**config.mk**
```make
export PLATFORM = sky130hd
export DESIGN_NAME = wdog_dual_clear
export DESIGN_NICKNAME = d
export VERILOG_FILES = /design/src/rtl/wdg_pkg.sv /design/src/rtl/wdg_prescaler.sv /design/src/rtl/wdg_counter.sv /design/src/rtl/wdg_clear_seq.sv /design/src/rtl/wdog_dual_clear.sv
export SDC_FILE = /design/constraint.sdc
export NUM_CORES = 1
export LEC_CHECK = 0
export ABC_AREA = 1
export BUFFER_PORTS_ARGS = -buffer_cell sky130_fd_sc_hd__buf_2
export CAP_MARGIN = 20
export CORE_MARGIN = 4
export CORE_UTILIZATION = 52
export CTS_BUF_LIST = sky130_fd_sc_hd__clkbuf_16
export CTS_CLUSTER_DIAMETER = 30
export DETAILED_ROUTE_END_ITERATION = 10
export GPL_TIMING_DRIVEN = 1
export PLACE_DENSITY_LB_ADDON = 0.08
export SYNTH_ARGS = -nofsm -noshare
export SYNTH_HDL_FRONTEND = slang
export SYNTH_SLANG_ARGS = --single-unit
```
**constraint.sdc**
```tcl
create_clock -name clk -period 2.6 [get_ports clk]
set_input_delay 0.52 -clock clk [delete_from_list [all_inputs] [get_ports clk]]
set_output_delay 0.52 -clock clk [all_outputs]
set_load 0.03 [all_outputs]
```
**src/rtl/wdg_pkg.sv**
```systemverilog
package wdg_pkg;
  // Which clear command was seen last in the current clear sequence.
  typedef enum logic [1:0] {
    SEQ_IDLE  = 2'd0,
    SEQ_GOT_A = 2'd1,
    SEQ_GOT_B = 2'd2
  } seq_e;
endpackage

```
**src/rtl/wdg_prescaler.sv**
```systemverilog
module wdg_prescaler #(
  parameter int PRE_W = 8
) (
  input  logic clk,
  input  logic rst,
  input  logic restart,
  output logic tick
);
  generate
    if (PRE_W == 0) begin : g_bypass
      assign tick = 1'b1;
    end else begin : g_div
      localparam logic [PRE_W-1:0] PRE_MAX = {PRE_W{1'b1}};
      logic [PRE_W-1:0] pcnt;

      always_ff @(posedge clk) begin
        if (rst || restart) pcnt <= '0;
        else                pcnt <= pcnt + PRE_W'(1);
      end

      assign tick = (pcnt == PRE_MAX);

      // a restart always begins a fresh prescaler period.
      a_r2_pre_restart: assert property (@(posedge clk) disable iff (rst)
        restart |=> !tick || (PRE_W == 1));
    end
  endgenerate
endmodule

```
**src/rtl/wdg_counter.sv**
```systemverilog
module wdg_counter #(
  parameter int CNT_W = 8
) (
  input  logic clk,
  input  logic rst,
  input  logic restart,
  input  logic tick,
  output logic expire
);
  localparam logic [CNT_W-1:0] CNT_MAX = {CNT_W{1'b1}};
  logic [CNT_W-1:0] ecnt;

  always_ff @(posedge clk) begin
    if (rst || restart) ecnt <= '0;
    else if (tick)      ecnt <= ecnt + CNT_W'(1);
  end

  assign expire = tick && (ecnt == CNT_MAX);

  // the counter can only move on a prescaler tick.
  a_r2_step_on_tick: assert property (@(posedge clk) disable iff (rst)
    (!tick && !restart) |=> $stable(ecnt));
endmodule

```
**src/rtl/wdg_clear_seq.sv**
```systemverilog
module wdg_clear_seq
  import wdg_pkg::*;
(
  input  logic clk,
  input  logic rst,
  input  logic flush,
  input  logic clr_a,
  input  logic clr_b,
  output logic pair_done
);
  seq_e st;
  logic one_cmd;

  assign one_cmd   = clr_a ^ clr_b;
  assign pair_done = !flush && one_cmd &&
                     ((clr_a && st == SEQ_GOT_B) || (clr_b && st == SEQ_GOT_A));

  always_ff @(posedge clk) begin
    if (rst || flush)  st <= SEQ_IDLE;
    else if (pair_done) st <= SEQ_IDLE;
    else if (one_cmd)   st <= clr_a ? SEQ_GOT_A : SEQ_GOT_B;
  end

  // repeating command A keeps A as the pending command.
  a_r5_repeat_a: assert property (@(posedge clk) disable iff (rst)
    (st == SEQ_GOT_A && clr_a && !clr_b && !flush) |=> st == SEQ_GOT_A);
  // repeating command B keeps B as the pending command.
  a_r5_repeat_b: assert property (@(posedge clk) disable iff (rst)
    (st == SEQ_GOT_B && clr_b && !clr_a && !flush) |=> st == SEQ_GOT_B);
  // simultaneous commands leave the sequence untouched.
  a_r6_both_hold: assert property (@(posedge clk) disable iff (rst)
    (clr_a && clr_b && !flush) |=> $stable(st));
  // halt forgets the pending command.
  a_r7_flush_idle: assert property (@(posedge clk) disable iff (rst)
    flush |=> st == SEQ_IDLE);
endmodule

```
**src/rtl/wdog_dual_clear.sv**
```systemverilog
module wdog_dual_clear #(
  parameter int PRE_W = 8,
  parameter int CNT_W = 8
) (
  input  logic clk,
  input  logic rst,
  input  logic clr_a,
  input  logic clr_b,
  input  logic halt_cmd,
  output logic rst_pulse,
  output logic wake_pulse,
  output logic to_flag,
  output logic pdf_flag
);
  logic tick, expire, pair_done, restart, timeout_evt, halted;

  assign restart     = halt_cmd || pair_done;
  assign timeout_evt = expire && !restart;

  wdg_clear_seq u_seq (
    .clk(clk), .rst(rst), .flush(halt_cmd),
    .clr_a(clr_a), .clr_b(clr_b), .pair_done(pair_done)
  );

  wdg_prescaler #(.PRE_W(PRE_W)) u_pre (
    .clk(clk), .rst(rst), .restart(restart), .tick(tick)
  );

  wdg_counter #(.CNT_W(CNT_W)) u_cnt (
    .clk(clk), .rst(rst), .restart(restart), .tick(tick), .expire(expire)
  );

  always_ff @(posedge clk) begin
    if (rst) begin
      halted     <= 1'b0;
      to_flag    <= 1'b0;
      pdf_flag   <= 1'b0;
      rst_pulse  <= 1'b0;
      wake_pulse <= 1'b0;
    end else begin
      rst_pulse  <= 1'b0;
      wake_pulse <= 1'b0;
      if (halt_cmd) begin
        halted   <= 1'b1;
        pdf_flag <= 1'b1;
        to_flag  <= 1'b0;
      end else if (pair_done) begin
        pdf_flag <= 1'b0;
        to_flag  <= 1'b0;
      end else if (timeout_evt) begin
        to_flag    <= 1'b1;
        rst_pulse  <= !halted;
        wake_pulse <= halted;
        halted     <= 1'b0;
      end
    end
  end

  // a halt strobe leaves PDF set and TO clear.
  a_r7_halt_flags: assert property (@(posedge clk) disable iff (rst)
    halt_cmd |=> pdf_flag && !to_flag);
  // a completed clear pair drops both flags.
  a_r4_pair_clears: assert property (@(posedge clk) disable iff (rst)
    (pair_done && !halt_cmd) |=> !to_flag && !pdf_flag);
  // the reset request lasts a single cycle.
  a_r3_pulse_single: assert property (@(posedge clk) disable iff (rst)
    rst_pulse |=> !rst_pulse);
  // every pulse is accompanied by TO.
  a_r3_to_with_pulse: assert property (@(posedge clk) disable iff (rst)
    (rst_pulse || wake_pulse) |-> to_flag);
  // an expiry while halted yields a wake pulse only.
  a_r8_wake_when_halted: assert property (@(posedge clk) disable iff (rst)
    (halted && timeout_evt && !rst_pulse) |=> wake_pulse && !rst_pulse);
  // the two requests never coincide, and neither follows a pre-empted expiry.
  a_r9_exclusive: assert property (@(posedge clk) disable iff (rst)
    !(rst_pulse && wake_pulse));
  a_r9_preempt: assert property (@(posedge clk) disable iff (rst)
    (expire && restart) |=> !rst_pulse && !wake_pulse);
endmodule

```
==> impl_metrics.tcl <==
set metrics [dict create \
    synthSimpleGateAreaFrac 0.3725 \
    postLayoutSetupSlackWorst_ps 1198 \
    synth_fp_nets 151 \
    cp_max_fo 8 \
    final_area_mm2 0.001231 \
    io_pins 9 \
    area_delta_synth_final_pct 13.49 \
    critPathLaunchType "register" \
    synth_top_family_by_area "simple AND/OR/NAND/NOR gates" \
    cp-end-kind "register" \
    cts_tree "done" \
    p_leak_nw 0.5554 \
    die_w_um 53.68 \
    numCtsBuffers 3 \
    clk_pin_slew_ps 60 \
    max_freq_mhz 713.2 \
    seq_power_share 0.507 \
    clk-insertion-delay-late_ps 250 \
    grt_pass1_vias 839 \
    cts_root_buf "clkbuf_16" \
    drc_errors 0 \
    tightest_slew_ps 403.6 \
    regToRegSetupSlack_ps 1200 \
    cts_resized 0 \
    die_h_um 53.68 \
    grt_pass1_wl_um 3443 \
    drtPass1Iterations 4 \
    port_buffers 8 \
    powerDensity_mw_per_mm2 576.8 \
    final-max-slew-violation-count 0 \
    grt_setup_unrepaired "false" \
    diodes 0 \
    initial_core_util 0.5529 \
    seq_area_frac_synth 0.4245 \
    fillers 187 \
    skew_ps 5.056 \
    drv_cap 0 \
    cpPeakStageDelay_ps 360 \
    finalSetupTns_ps 0 \
    drive_gt1_frac 0.1806 \
    crit_top_cell "nor2_1" \
    critPathRequiredTime_ps 2740 \
    wl_um 1876 \
    p_switching_w 0.0001379 \
    cts_htree_levels 1 \
    gp_congestion 0.7697 \
    status "complete, no violations" \
    synth_fa_ha_area_frac 0.02307 \
    nNetsFinal 163 \
    clockPowerShare 0.456 \
    syn_avg_cell_area_um2 7.533 \
    clock_path_buffers 2 \
    criticalPathCategory "register to register" \
    grt_usage 0.1644 \
    coreArea_mm2 0.001962 \
    rows 16 \
    crit_slowest_cell "dfxtp_1" \
    startpoint "u_pre.g_div.pcnt[0]" \
    maxSlewHeadroom 0.7303 \
    r2r-start "u_pre.g_div.pcnt[0]" \
    place_area_mm2 0.001151 \
    final-hold-violation-count 0 \
    critPathArrivalTime_ps 1540 \
    synth_cells 144 \
    netlist_area_mm2 0.001085 \
    synth_compound_area_frac 0.07382 \
    wl_per_cell_um 10.31 \
    clock_sinks 23 \
    hp-class "register to register" \
    yosysWarnings 0 \
    synthXorXnorAreaFrac 0.03230 \
    yosysUniqueCellTypes 25 \
    period_needed_ps 1402 \
    antenna_left 0 \
    ir_drop_uv 422.2 \
    grt_max_degree 16 \
    synth_mux_area_frac 0 \
    p_sw_frac 0.1942 \
    antenna_found_initial 0 \
    ys_ff_latch 23 \
    fin_crit_sh 0.5393 \
    p_int_w 0.0005722 \
    hp-start "halted" \
    postCtsSetupBuffers 0 \
    path_cells "ha_1 -> nand2_2 -> nor2_4 -> nand2_4 -> clkinv_4 -> nand3b_1 -> nor2_1 -> nor2_1" \
    overflow 0 \
    setup_viol 0 \
    dp_slack_ps 1007 \
    dieArea_mm2 0.002881 \
    p_comb_frac 0.037 \
    place_hpwl_um 1497 \
    hold_buffers 0 \
    via_count 898 \
    drt-initial-drc-count 17 \
    viasPerCell 4.934 \
]
-- power by group through the flow --
stage               Clock, W  Combinational, W  Sequential (W)
global placement           0         0.0000250        0.000368
finish              0.000324         0.0000261        0.000360
CTS                 0.000333         0.0000266        0.000360
detailed placement         0         0.0000264        0.000368
floorplan                  0         0.0000161        0.000370
global route        0.000348         0.0000304        0.000360
-- cells in the final DEF (no fill, tap or decap), types with 2 or more instances in the layout --
cell type  instances
a21oi_1            8
a21oi_2            2
buf_2              8
clkbuf_16          3
dfxtp_1           23
ha_1               2
inv_1             15
inv_2              2
nand2_1           35
nand2_2            3
nand2_4            2
nand3_1           10
nand4_1            3
nor2_1            19
nor2_2             2
nor2_4             2
nor3_1             2
o21ai_0            3
xnor2_1            2
xor2_1             2
-- per-layer routing --
layer	routed length, um	share of wire	track usage	vias up
li1	-	-	-	481
met1	863	0.46	0.1888	396
met2	906	0.48	0.2944	17
met3	86	0.046	0.04155	4
met4	21	0.011	0.05106	0
met5	0	0	0	-
-- area by class of cell --
| cell class | instances | area [um^2] | share of cell area |
|---|---|---|---|
| Tap cell | 27 | 33.78 | 0.02744 |
| Clock inverter | 1 | 5.005 | 0.004065 |
| Timing Repair Buffer | 8 | 40.04 | 0.03252 |
| Inverter | 18 | 72.57 | 0.05894 |
| Clock buffer | 3 | 75.07 | 0.06098 |
| Multi-Input combinational cell | 102 | 544.3 | 0.4421 |
| Sequential cell | 23 | 460.4 | 0.3740 |
-- path summary, 6_finish.rpt --
kind | cells past startpoint | endpoint
hold reg to reg | 1 | rst_pulse
setup / recovery | 8 | halted
hold / removal | 1 | rst_pulse
setup reg to reg | 8 | halted
-- registers in the layout, summed over array words and instances, names as in the netlist --
name              cells
to_flag               1
halted                1
pdf_flag              1
rst_pulse             1
wake_pulse            1
u_seq.st              2
u_cnt.ecnt            8
u_pre.g_div.pcnt      8
-- cells by family after synthesis --
logic type	Yosys count
AOI/OAI and AO/OA	14
xor gates and xnor gates	4
adders and majority gates	2
buffers and inverters	19
DFF	23
and+or+nand+nor	82
-- worst max-delay path, delay by kind of cell, from the launching register on --
kind | cells | cell delay [ps]
adders and majority gates | 1 | 190
buffers and inverters | 1 | 90
DFF | 1 | 360
and+or+nand+nor | 6 | 640
-- synth_stat cells, drive strengths merged --
cell type	instances	area [um^2]
o21ai	3	15.01
or2	1	6.260
a21oi	10	57.56
nand3	10	50.05
nor2	24	126.4
ha	2	25.02
inv	17	63.81
xnor2	2	17.52
nand3b	1	7.510
nand2	40	172.7
buf	1	7.510
o21bai	1	7.510
clkinv	1	8.760
nand4	4	31.28
nor3	2	10.01
dfxtp	23	460.4
xor2	2	17.52
-- stage by stage --
stage / instances / utilization / power [W] / hold slack [ps]
2_1_floorplan: 144 / - / 0.0003857 / 408.5
3_3_place_gp: 178 / 0.5867 / 0.0003927 / 423.7
3_5_place_dp: 178 / 0.5867 / 0.0003943 / 429.7
4_1_cts: 182 / 0.6276 / 0.0007197 / 436.5
5_1_grt: 182 / 0.6276 / 0.0007387 / 465.2
6_report: 182 / 0.6276 / 0.0007101 / 435.7
No activity file was read; power rests on OpenSTA's default activity.
